$ cat config.mk
export PLATFORM = sky130hd
export DESIGN_NAME = motion_search_engine
export DESIGN_NICKNAME = d
export VERILOG_FILES = /design/src/rtl/mse_pkg.sv /design/src/rtl/mse_in_fifo.sv /design/src/rtl/mse_reg_fifo.sv /design/src/rtl/mse_sad_acc.sv /design/src/rtl/motion_search_engine.sv
export SDC_FILE = /design/constraint.sdc
export NUM_CORES = 1
export LEC_CHECK = 0
export BUFFER_PORTS_ARGS = -buffer_cell sky130_fd_sc_hd__buf_2
export CORE_MARGIN = 2
export CORE_UTILIZATION = 30
export CTS_CLUSTER_SIZE = 24
export DETAILED_ROUTE_END_ITERATION = 12
export SKIP_LAST_GASP = 1
export SLEW_MARGIN = 25
export SYNTH_ARGS = -nofsm -noshare
export SYNTH_HDL_FRONTEND = slang
export SYNTH_SLANG_ARGS = --single-unit
$ cat constraint.sdc
create_clock -name clk -period 13.6 [get_ports clk]
set_input_delay 1.36 -clock clk [delete_from_list [all_inputs] [get_ports clk]]
set_output_delay 1.36 -clock clk [all_outputs]
set_load 0.02 [all_outputs]
$ cat src/rtl/mse_pkg.sv
package mse_pkg;

    typedef enum logic [2:0] {
        ST_IDLE,
        ST_LOAD,
        ST_SETUP,
        ST_SCAN,
        ST_DRAIN,
        ST_CMP,
        ST_PUBLISH
    } mse_state_t;

endpackage

$ cat src/rtl/mse_in_fifo.sv
module mse_in_fifo #(
    parameter int WIDTH = 8,
    parameter int DEPTH = 64
) (
    input  logic             clk,
    input  logic             rst_n,
    input  logic             push,
    input  logic [WIDTH-1:0] din,
    input  logic             pop,
    output logic [WIDTH-1:0] dout,
    output logic             full,
    output logic             empty
);
    localparam int PW = $clog2(DEPTH);

    logic [WIDTH-1:0] store [DEPTH];
    logic [PW:0]      wr_q;
    logic [PW:0]      rd_q;

    assign full  = (wr_q[PW] != rd_q[PW]) && (wr_q[PW-1:0] == rd_q[PW-1:0]);
    assign empty = (wr_q == rd_q);
    assign dout  = store[rd_q[PW-1:0]];

    always_ff @(posedge clk or negedge rst_n) begin
        if (!rst_n) begin
            wr_q <= '0;
            rd_q <= '0;
        end else begin
            if (push && !full) wr_q <= wr_q + 1'b1;
            if (pop && !empty) rd_q <= rd_q + 1'b1;
        end
    end

    always_ff @(posedge clk) begin
        if (push && !full) store[wr_q[PW-1:0]] <= din;
    end
endmodule

$ cat src/rtl/mse_reg_fifo.sv
module mse_reg_fifo #(
    parameter int WIDTH = 8,
    parameter int DEPTH = 64
) (
    input  logic             clk,
    input  logic             shift,
    input  logic             load,
    input  logic [WIDTH-1:0] din,
    output logic [WIDTH-1:0] head
);
    logic [WIDTH-1:0] cells [DEPTH];

    assign head = cells[0];

    for (genvar i = 0; i < DEPTH - 1; i++) begin : g_cell
        always_ff @(posedge clk) begin
            if (shift) cells[i] <= cells[i+1];
        end
    end

    // tail takes new data while loading, otherwise the word leaving the head
    always_ff @(posedge clk) begin
        if (shift) cells[DEPTH-1] <= load ? din : cells[0];
    end
endmodule

$ cat src/rtl/mse_sad_acc.sv
module mse_sad_acc #(
    parameter int PIX_W = 8,
    parameter int SAD_W = 14
) (
    input  logic             clk,
    input  logic             rst_n,
    input  logic             clr,
    input  logic             en,
    input  logic [PIX_W-1:0] cur_px,
    input  logic [PIX_W-1:0] ref_px,
    output logic [SAD_W-1:0] sum
);
    logic [PIX_W-1:0] absdiff;

    assign absdiff = (cur_px >= ref_px) ? (cur_px - ref_px) : (ref_px - cur_px);

    always_ff @(posedge clk or negedge rst_n) begin
        if (!rst_n)   sum <= '0;
        else if (clr) sum <= '0;
        else if (en)  sum <= sum + SAD_W'(absdiff);
    end
endmodule

$ cat src/rtl/motion_search_engine.sv
module motion_search_engine
    import mse_pkg::*;
#(
    parameter int PIX_W   = 8,
    parameter int FRAME_W = 128,
    parameter int FRAME_H = 128,
    parameter int BLK     = 8,
    parameter int RANGE   = 4,
    localparam int AW     = $clog2(FRAME_W * FRAME_H),
    localparam int NPIX   = BLK * BLK,
    localparam int SAD_W  = $clog2(NPIX * ((1 << PIX_W) - 1) + 1),
    localparam int VW     = $clog2(RANGE + 1) + 1
) (
    input  logic                    clk,
    input  logic                    rst_n,
    input  logic                    cur_valid,
    output logic                    cur_ready,
    input  logic [PIX_W-1:0]        cur_pix,
    input  logic                    wr_valid,
    input  logic [PIX_W-1:0]        wr_pix,
    input  logic                    frame_done,
    output logic [AW-1:0]           bank0_addr,
    output logic                    bank0_we,
    output logic [PIX_W-1:0]        bank0_wdata,
    input  logic [PIX_W-1:0]        bank0_rdata,
    output logic [AW-1:0]           bank1_addr,
    output logic                    bank1_we,
    output logic [PIX_W-1:0]        bank1_wdata,
    input  logic [PIX_W-1:0]        bank1_rdata,
    output logic                    mv_valid,
    input  logic                    mv_ack,
    output logic signed [VW-1:0]    mv_x,
    output logic signed [VW-1:0]    mv_y,
    output logic [SAD_W-1:0]        mv_sad
);
    localparam int PC_W      = $clog2(NPIX);
    localparam int BCOLS     = FRAME_W / BLK;
    localparam int BROWS     = FRAME_H / BLK;
    localparam int BCW       = (BCOLS > 1) ? $clog2(BCOLS) : 1;
    localparam int BRW       = (BROWS > 1) ? $clog2(BROWS) : 1;
    localparam int FRAME_PIX = FRAME_W * FRAME_H;
    localparam int ROW_JUMP  = FRAME_W - BLK + 1;

    mse_state_t state_q, state_d;

    logic [PC_W-1:0]        pix_q;
    logic signed [VW-1:0]   cdx_q, cdy_q, nx_dx, nx_dy;
    logic [SAD_W-1:0]       min_sad_q;
    logic signed [VW-1:0]   min_x_q, min_y_q;
    logic                   ref_sel;
    logic [BCW-1:0]         bcol_q;
    logic [BRW-1:0]         brow_q;
    logic                   scan_d_q;
    logic [PIX_W-1:0]       cur_d_q;

    logic                   fifo_full, fifo_empty, fifo_pop;
    logic [PIX_W-1:0]       fifo_dout, rf_head, ref_px;
    logic [SAD_W-1:0]       sad_sum;

    int                     cand_x, cand_y, cand_base_i;
    logic                   cand_ok, cand_last, pix_last;
    logic [AW-1:0]          cand_base, addr_step;

    // ---------------- candidate geometry ----------------
    assign cand_x      = int'(bcol_q) * BLK + int'(cdx_q);
    assign cand_y      = int'(brow_q) * BLK + int'(cdy_q);
    assign cand_ok     = (cand_x >= 0) && (cand_x <= FRAME_W - BLK) &&
                         (cand_y >= 0) && (cand_y <= FRAME_H - BLK);
    assign cand_last   = (cdx_q == VW'(RANGE)) && (cdy_q == VW'(RANGE));
    assign cand_base_i = cand_y * FRAME_W + cand_x;
    assign cand_base   = AW'(cand_base_i);
    assign pix_last    = (pix_q == PC_W'(NPIX - 1));
    assign addr_step   = ((int'(pix_q) % BLK) == BLK - 1) ? AW'(ROW_JUMP) : AW'(1);

    always_comb begin
        if (cdx_q == VW'(RANGE)) begin
            nx_dx = VW'(-RANGE);
            nx_dy = cdy_q + VW'(1);
        end else begin
            nx_dx = cdx_q + VW'(1);
            nx_dy = cdy_q;
        end
    end

    // ---------------- submodules ----------------
    assign cur_ready = !fifo_full;
    assign fifo_pop  = (state_q == ST_LOAD) && !fifo_empty;

    mse_in_fifo #(.WIDTH(PIX_W), .DEPTH(NPIX)) u_in_fifo (
        .clk   (clk),
        .rst_n (rst_n),
        .push  (cur_valid),
        .din   (cur_pix),
        .pop   (fifo_pop),
        .dout  (fifo_dout),
        .full  (fifo_full),
        .empty (fifo_empty)
    );

    mse_reg_fifo #(.WIDTH(PIX_W), .DEPTH(NPIX)) u_reg_fifo (
        .clk   (clk),
        .shift (fifo_pop || (state_q == ST_SCAN)),
        .load  (state_q == ST_LOAD),
        .din   (fifo_dout),
        .head  (rf_head)
    );

    assign ref_px = ref_sel ? bank1_rdata : bank0_rdata;

    mse_sad_acc #(.PIX_W(PIX_W), .SAD_W(SAD_W)) u_sad (
        .clk    (clk),
        .rst_n  (rst_n),
        .clr    (state_q == ST_SETUP),
        .en     (scan_d_q),
        .cur_px (cur_d_q),
        .ref_px (ref_px),
        .sum    (sad_sum)
    );

    // ---------------- bank address counters ----------------
    for (genvar g = 0; g < 2; g++) begin : g_bank
        logic          is_ref;
        logic [AW-1:0] cnt_q;
        logic          we;

        assign is_ref = (ref_sel == 1'(g));
        assign we     = !is_ref && wr_valid && !frame_done;

        always_ff @(posedge clk or negedge rst_n) begin
            if (!rst_n) begin
                cnt_q <= '0;
            end else if (frame_done) begin
                cnt_q <= '0;
            end else if (is_ref) begin
                if (state_q == ST_SETUP && cand_ok) cnt_q <= cand_base;
                else if (state_q == ST_SCAN)        cnt_q <= cnt_q + addr_step;
            end else if (wr_valid) begin
                cnt_q <= (cnt_q == AW'(FRAME_PIX - 1)) ? '0 : cnt_q + 1'b1;
            end
        end
    end

    assign bank0_addr  = g_bank[0].cnt_q;
    assign bank0_we    = g_bank[0].we;
    assign bank0_wdata = wr_pix;
    assign bank1_addr  = g_bank[1].cnt_q;
    assign bank1_we    = g_bank[1].we;
    assign bank1_wdata = wr_pix;

    // ---------------- state register ----------------
    always_ff @(posedge clk or negedge rst_n) begin
        if (!rst_n) state_q <= ST_IDLE;
        else        state_q <= state_d;
    end

    // ---------------- next state ----------------
    always_comb begin
        state_d = state_q;
        unique case (state_q)
            ST_IDLE:    if (!fifo_empty)            state_d = ST_LOAD;
            ST_LOAD:    if (fifo_pop && pix_last)   state_d = ST_SETUP;
            ST_SETUP: begin
                if (cand_ok)        state_d = ST_SCAN;
                else if (cand_last) state_d = ST_PUBLISH;
            end
            ST_SCAN:    if (pix_last)               state_d = ST_DRAIN;
            ST_DRAIN:                               state_d = ST_CMP;
            ST_CMP:     state_d = cand_last ? ST_PUBLISH : ST_SETUP;
            ST_PUBLISH: if (!mv_valid)              state_d = ST_IDLE;
            default:                                state_d = ST_IDLE;
        endcase
    end

    // ---------------- datapath and outputs ----------------
    always_ff @(posedge clk or negedge rst_n) begin
        if (!rst_n) begin
            pix_q     <= '0;
            cdx_q     <= VW'(-RANGE);
            cdy_q     <= VW'(-RANGE);
            min_sad_q <= '1;
            min_x_q   <= '0;
            min_y_q   <= '0;
            mv_valid  <= 1'b0;
            mv_x      <= '0;
            mv_y      <= '0;
            mv_sad    <= '0;
            ref_sel   <= 1'b0;
            bcol_q    <= '0;
            brow_q    <= '0;
            scan_d_q  <= 1'b0;
            cur_d_q   <= '0;
        end else begin
            scan_d_q <= (state_q == ST_SCAN);
            if (state_q == ST_SCAN) cur_d_q <= rf_head;
            if (mv_ack) mv_valid <= 1'b0;

            unique case (state_q)
                ST_IDLE: begin
                    pix_q     <= '0;
                    cdx_q     <= VW'(-RANGE);
                    cdy_q     <= VW'(-RANGE);
                    min_sad_q <= '1;
                end
                ST_LOAD:  if (fifo_pop) pix_q <= pix_q + 1'b1;
                ST_SETUP: begin
                    pix_q <= '0;
                    if (!cand_ok && !cand_last) begin
                        cdx_q <= nx_dx;
                        cdy_q <= nx_dy;
                    end
                end
                ST_SCAN:  pix_q <= pix_q + 1'b1;
                ST_DRAIN: ;
                ST_CMP: begin
                    if (sad_sum < min_sad_q) begin
                        min_sad_q <= sad_sum;
                        min_x_q   <= cdx_q;
                        min_y_q   <= cdy_q;
                    end
                    if (!cand_last) begin
                        cdx_q <= nx_dx;
                        cdy_q <= nx_dy;
                    end
                end
                ST_PUBLISH: begin
                    if (!mv_valid) begin
                        mv_valid <= 1'b1;
                        mv_x     <= min_x_q;
                        mv_y     <= min_y_q;
                        mv_sad   <= min_sad_q;
                        if (bcol_q == BCW'(BCOLS - 1)) begin
                            bcol_q <= '0;
                            brow_q <= (brow_q == BRW'(BROWS - 1)) ? '0 : brow_q + 1'b1;
                        end else begin
                            bcol_q <= bcol_q + 1'b1;
                        end
                    end
                end
                default: ;
            endcase

            if (frame_done) begin
                ref_sel <= !ref_sel;
                bcol_q  <= '0;
                brow_q  <= '0;
            end
        end
    end
endmodule

# == Yosys cells after proc, flatten, opt, wreduce, memory -nomap -nowiden ==
# Memory sizes are Yosys's and may differ from the RTL's.
# Index checks and enable logic that the tools add are counted.
# totals
ramBits,1024
elab_cells,172
out_inout_bits,70
register_bits,136
n_memories,2
input_bits,38
# op_classes
n_bitwise,1
add_sub_neg,17
n_lt_le_gt_ge,6
n_mux,54
n_eq_ne,29
n_reduce_logical,42
# memory_table
memory,words,width,read_ports,rd_ports_with_merged_regs,write_ports,line,rtl
u_in_fifo.store,64,8,1,0,1,mse_in_fifo.sv:16,logic [WIDTH-1:0] store [DEPTH];
u_reg_fifo.cells,64,8,64,0,64,mse_reg_fifo.sv:11,logic [WIDTH-1:0] cells [DEPTH];
# ops
op,count
$mux 14,15
$mux 4,15
$add 14x1->14 const B,2
$add 14x7->14,2
$eq 14x14->1 const B,2
$pmux 14 s2,1
$mux 8,3
$pmux 4 s3,2
$mux 3,7
$pmux 3 s7,1
$add 8x4->9,2
$ge 9x1->1 const B,2
$le 9x8->1 const B,2
$ne 2x2->1 const B,9
$pmux 6 s3,1
$eq 4x4->1 const B,4
$sub 8x8->8,2
$logic_and 1x1->1,15
$add 14x8->14,1
$add 14x9->14,1
$add 7x1->7 const B,2
$lt 14x14->1,1
$reduce_and 2->1,7
$eq 3x3->1 const B,3
other kinds (25),47

# == Longest topological paths before layout ==
# logic_depth
depth_word,9
mapped_depth,21
depth_no_buf,20

# == Cells and area by module ==
# Synthesis repeated with hierarchy kept, for this count alone.
# hier_totals
cells_unflattened,2535
area_unflattened_um2,45217.1
# modules_own_cells
module,area_per_inst_um2,instances,cells_each
mse_in_fifo,20764.9,1,1004
mse_reg_fifo,15506.1,1,521
motion_search_engine,7322.0,1,822
mse_sad_acc,1624.1,1,188

# == Worst setup path after synthesis ==
# No wires, ideal clock.
# synth_timing
kind,register to register
start,register u_in_fifo.rd_q[0]
end,register pix_q[0]
setup_time_ps,112
t_required_ps,13488
path_stages_with_launch,12
path_slack_ps,5035
t_arrival_ps,8453
path_cell_list,dfrtp_1 > buf_2 > buf_6 > buf_4 > xnor2_1 > nand4_1 > nor3_1 > nand2_1 > and2_1 > clkbuf_1 > or2_2 > mux2_2
# synth_between
elab_chain_len,5
# synth_lines
element,line,rtl
from (decl),mse_in_fifo.sv:18,logic [PW:0] rd_q;
from (signal assigned),mse_in_fifo.sv:30,if (pop && !empty) rd_q <= rd_q + 1'b1;
$eq 7x7->1,mse_in_fifo.sv:21,assign empty = (wr_q == rd_q);
$logic_not 1->1,motion_search_engine.sv:87,assign fifo_pop = (state_q == ST_LOAD) && !fifo_empty;
$logic_and 1x1->1,motion_search_engine.sv:87,
$ne 2x2->1 (no line),n/a,
$reduce_and 2->1 (no line),n/a,
to (signal assigned),motion_search_engine.sv:204,ST_LOAD: if (fifo_pop) pix_q <= pix_q + 1'b1;
to (signal assigned),motion_search_engine.sv:212,ST_SCAN: pix_q <= pix_q + 1'b1;
to (decl),motion_search_engine.sv:46,logic [PC_W-1:0] pix_q;
# Every way passes these cells.
# A chain may end at the register's enable or synchronous reset.

==> summary.md <==
| Metric | Value |
|---|---|
| Final critical-path share of the clock period | `0.4092` |
| Slew @ Worst Pin | `1.031 ns` |
| Relative slew margins | `0.3127` |
| Synthesis-to-finish area growth | `14.53%` |
| Setup TNS Final | `0 ns` |
| Die Height | `388.9 µm` |
| Max Root-Sink Buffers | `3` |
| Number of nets in the synthesized netlist | `2507` |
| Total number of nets in the final design | `2626` |
| Synth Register Bits | `1160` |
| Pwr per Cell Area | `220.9 mW/mm²` |
| Vias in the first global route | `20940` |
| Largest net degree at the start of global routing | `204` |
| I/O Buffers | `83` |
| Hpwl dp | `52480 µm` |
| Yosys warns | `0` |
| Sinks on the clock net | `1160` |
| Switching power as a share of total power | `0.3016` |
| Final Hold Vio Count | `0` |
| Crit path max fanout | `119` |
| Leading post-synthesis cells by instance count | `sky130_fd_sc_hd__edfxtp_1 (1024), sky130_fd_sc_hd__mux4_2 (168), sky130_fd_sc_hd__nor2_1 (158)` |
| Antenna-violating nets left | `0` |
| Number of resized instances in the post-cts repair step | `0` |
| Total global-route track usage | `0.1154` |
| Most common flop cell mapped by yosys | `sky130_fd_sc_hd__edfxtp_1` |
| Total count of max-transition violations in the final report | `0` |
| Count of final setup violators | `0` |
| Critical Path Sink Type | `flip-flop` |
| Crit path max-delay cell type | `sky130_fd_sc_hd__or2_4` |
| Overall overflow remaining after global route | `0` |
| Crit-path max cell delay | `0.70 ns` |
| Final worst path period need | `5.566 ns` |
| Clock insertion delay at the later pin of the skew report | `0.73 ns` |
| Setup WS post-layout | `8.034 ns` |
| Wire length of the first global-routing pass | `134100 µm` |
| Worst path arrival time | `5.90 ns` |
| Start-to-end type of the worst setup path | `reg -> reg` |
| Worst hold path class | `reg -> reg` |
| Most common cell in the netlist | `sky130_fd_sc_hd__edfxtp_1` |
| First-pass iteration count of the detailed router | `5` |
| Via density per instance | `4.665` |
| Overall Power | `11.24 mW` |
| Number of distinct library cells after synthesis | `69` |
| Average wire per cell in the routed design | `19.45 µm` |
| Maximum ir drop on the vdd rail | `0.1341 mV` |
| Post-route cell area | `0.05090 mm²` |
| Synthesized cell area | `0.04444 mm²` |
| I/O pin count | `108` |
| Data required time at the worst endpoint | `13.93 ns` |
| Cells along the critical path | `buf_4 -> xnor2_1 -> nand4_1 -> nor3_1 -> buf_4 -> nand2_1 -> and2_1 -> or2_4 -> buf_6 -> buf_12 -> buf_16 -> buf_6` |
| Sequential cell fraction of total power | `0.473` |
| Share of total power in combinational logic | `0.247` |
| Post-place setup slack | `7.477 ns` |
| Avg Cell Area, Syn | `18.59 µm²` |
| Cell leakage power | `16.76 nW` |
| Buffer cell driving the clock tree root | `sky130_fd_sc_hd__clkbuf_16` |
| Die area | `0.1512 mm²` |
| Leading cell types by total area after synthesis | `sky130_fd_sc_hd__edfxtp_1 (69%), sky130_fd_sc_hd__mux4_2 (8.5%), sky130_fd_sc_hd__dfrtp_1 (6.6%)` |
| Largest area contributor in the synthesized netlist | `sky130_fd_sc_hd__edfxtp_1` |
| Number of enable-type register cells in the synthesized netlist | `1024` |
| Initial detailed-routing violation count | `1974` |
| Psw | `3.391 mW` |
| Outcome | `finished clean` |
| Antenna violations before repair | `3` |
| Floorplan row count | `141` |
| Layout cell share with drive strength beyond 1 | `0.1922` |
| Proportion of synthesized chip area in sequential cells | `0.7690` |
| Number of design rule violations left after detail routing | `0` |
| Cell type group with the largest total delay on the critical path | `buffers and inverters` |
| Achievable Freq | `0.1797 GHz` |
| Setup repair after global routing missed its margin | `no` |
| Routed via count | `21160` |
| Number of levels the H-tree was split into | `3` |
| Die Width | `388.9 µm` |
| Post-CTS clock slew at the launch and capture registers of the worst setup and hold paths | `0.06 ns` |
| Share of Yosys cell area claimed by the top area cell type | `0.6919` |
| Floorplan core area | `0.1475 mm²` |
| Final weighted congestion of routability-driven global placement | `0.8074` |
| Post-CTS Setup Inserts | `0` |
| Critical Path Start Type | `flip-flop` |
| Initial Util | `0.3013` |
| Placed cell area | `0.04705 mm²` |
| Hold buffers post-CTS | `0` |
| Number of max-cap violations | `0` |
| Buf+Inv Stages, Crit Path | `6` |
| DRT Wirelength | `88250 µm` |
| Number of buffers created by CTS | `111` |
| Final Skew | `0.05481 ns` |
| TritonCTS clock tree | `built` |
| Clock Power Share | `0.280` |
| Cell internal pwr | `7.851 mW` |
| Post-synthesis cell count | `2391` |
| Post-synth ARST share | `0.1172` |
cell families (layout without fill, tap and decap cells):
family | Yosys count | after routing | share of synthesized area
AOI/OAI and AO/OA | 255 | 255 | 0.03654
xor gates and xnor gates | 69 | 69 | 0.01360
adders and majority gates | 78 | 78 | 0.02297
buffers and inverters | 171 | 386 | 0.01630
DFF | 1160 | 1160 | 0.7690
muxes | 210 | 210 | 0.09505
other | 0 | 1 | 0
and+or+nand+nor | 448 | 448 | 0.04657
stage by stage:
| stage | instances | util | hold slack (ns) |
|---|---|---|---|
| floorplan | 2391 | - | 0.4003 |
| global placement | 4324 | 0.3189 | 0.4006 |
| detailed placement | 4325 | 0.3190 | 0.4045 |
| CTS | 4534 | 0.3446 | 0.3808 |
| global route | 4536 | 0.3451 | 0.3791 |
| finish | 4537 | 0.3451 | 0.3834 |
power by group through the flow:
stage | registers (mW) | logic [mW] | clock network, mW
2_1_floorplan | 5.51 | 1.96 | 0
3_3_place_gp | 5.38 | 2.75 | 0
3_5_place_dp | 5.39 | 2.79 | 0
4_1_cts | 5.34 | 2.79 | 3.24
5_1_grt | 5.40 | 3.03 | 3.39
6_report | 5.32 | 2.77 | 3.15
path summary, 6_finish.rpt:
kind / startpoint / endpoint / slack [ns] / cells after the start
max in group asynchronous: rst_n / u_in_fifo.rd_q[1] / 11.41 / 2
worst max-delay path: u_in_fifo.rd_q[0] / u_reg_fifo.cells[19][0] / 8.03 / 12
worst min-delay path: u_reg_fifo.cells[8][5] / u_reg_fifo.cells[7][13] / 0.38 / 0
min in group asynchronous: rst_n / bank0_addr[10] / 0.66 / 1
worst min register to register: u_reg_fifo.cells[8][5] / u_reg_fifo.cells[7][13] / 0.38 / 0
worst max register to register: u_in_fifo.rd_q[0] / u_reg_fifo.cells[19][0] / 8.03 / 12
per-layer routing:
metal	routed length, µm	vias up	part of all wire	GRT usage
met2	39970	475	0.45	0.1757
met3	4703	122	0.053	0.02365
li1	-	9587	-	-
met1	41920	10980	0.48	0.1698
met5	16	-	0.00018	0
met4	1635	2	0.019	0.02586
worst reg2reg max path, stage by stage, from the launching register on:
cell and delay [ns]:
sky130_fd_sc_hd__dfrtp_4 0.39, sky130_fd_sc_hd__buf_4 0.68, sky130_fd_sc_hd__xnor2_1 0.20, sky130_fd_sc_hd__nand4_1 0.13, sky130_fd_sc_hd__nor3_1 0.06, sky130_fd_sc_hd__buf_4 0.15
sky130_fd_sc_hd__nand2_1 0.07, sky130_fd_sc_hd__and2_1 0.33, sky130_fd_sc_hd__or2_4 0.70, sky130_fd_sc_hd__buf_6 0.70, sky130_fd_sc_hd__buf_12 0.49, sky130_fd_sc_hd__buf_16 0.46
sky130_fd_sc_hd__buf_6 0.83
final cells by class:
cell class,instances,area [µm²]
clock inverter,75,893.4
clock buffer,134,2884
inverter,65,244.0
timing repair buffer,112,706.9
multi-input combinational,1060,9568
tap,1930,2415
fill,13730,96590
antenna,1,2.502
sequential,1160,34190
registers in the layout, indices dropped and copies added, names as in the netlist, 6 cells and up:
| signal | count |
|---|---|
| u_sad.sum | 14 |
| u_in_fifo.store | 512 |
| u_in_fifo.rd_q | 7 |
| min_sad_q | 14 |
| bank0_addr | 14 |
| bank1_addr | 14 |
| u_in_fifo.wr_q | 7 |
| mv_sad | 14 |
| u_reg_fifo.cells | 512 |
| pix_q | 6 |
| cur_d_q | 8 |
layout by cell type, fill, tap and decap left out, types with 16 or more instances in the layout:
cell and n:
sky130_fd_sc_hd__a21o_1 18, sky130_fd_sc_hd__a21oi_1 45, sky130_fd_sc_hd__buf_2 82, sky130_fd_sc_hd__buf_4 23
sky130_fd_sc_hd__clkbuf_1 21, sky130_fd_sc_hd__clkbuf_16 111, sky130_fd_sc_hd__clkinv_1 21, sky130_fd_sc_hd__clkinv_2 27
sky130_fd_sc_hd__dfrtp_1 114, sky130_fd_sc_hd__dfstp_2 18, sky130_fd_sc_hd__edfxtp_1 1024, sky130_fd_sc_hd__ha_1 72
sky130_fd_sc_hd__inv_1 65, sky130_fd_sc_hd__mux2_2 16, sky130_fd_sc_hd__mux2i_1 25, sky130_fd_sc_hd__mux4_2 168
sky130_fd_sc_hd__nand2_1 126, sky130_fd_sc_hd__nand3_1 40, sky130_fd_sc_hd__nor2_1 158, sky130_fd_sc_hd__nor3_1 20
sky130_fd_sc_hd__o21ai_0 95, sky130_fd_sc_hd__xnor2_1 41, sky130_fd_sc_hd__xor2_1 28
(Power assumes the default switching activity.)
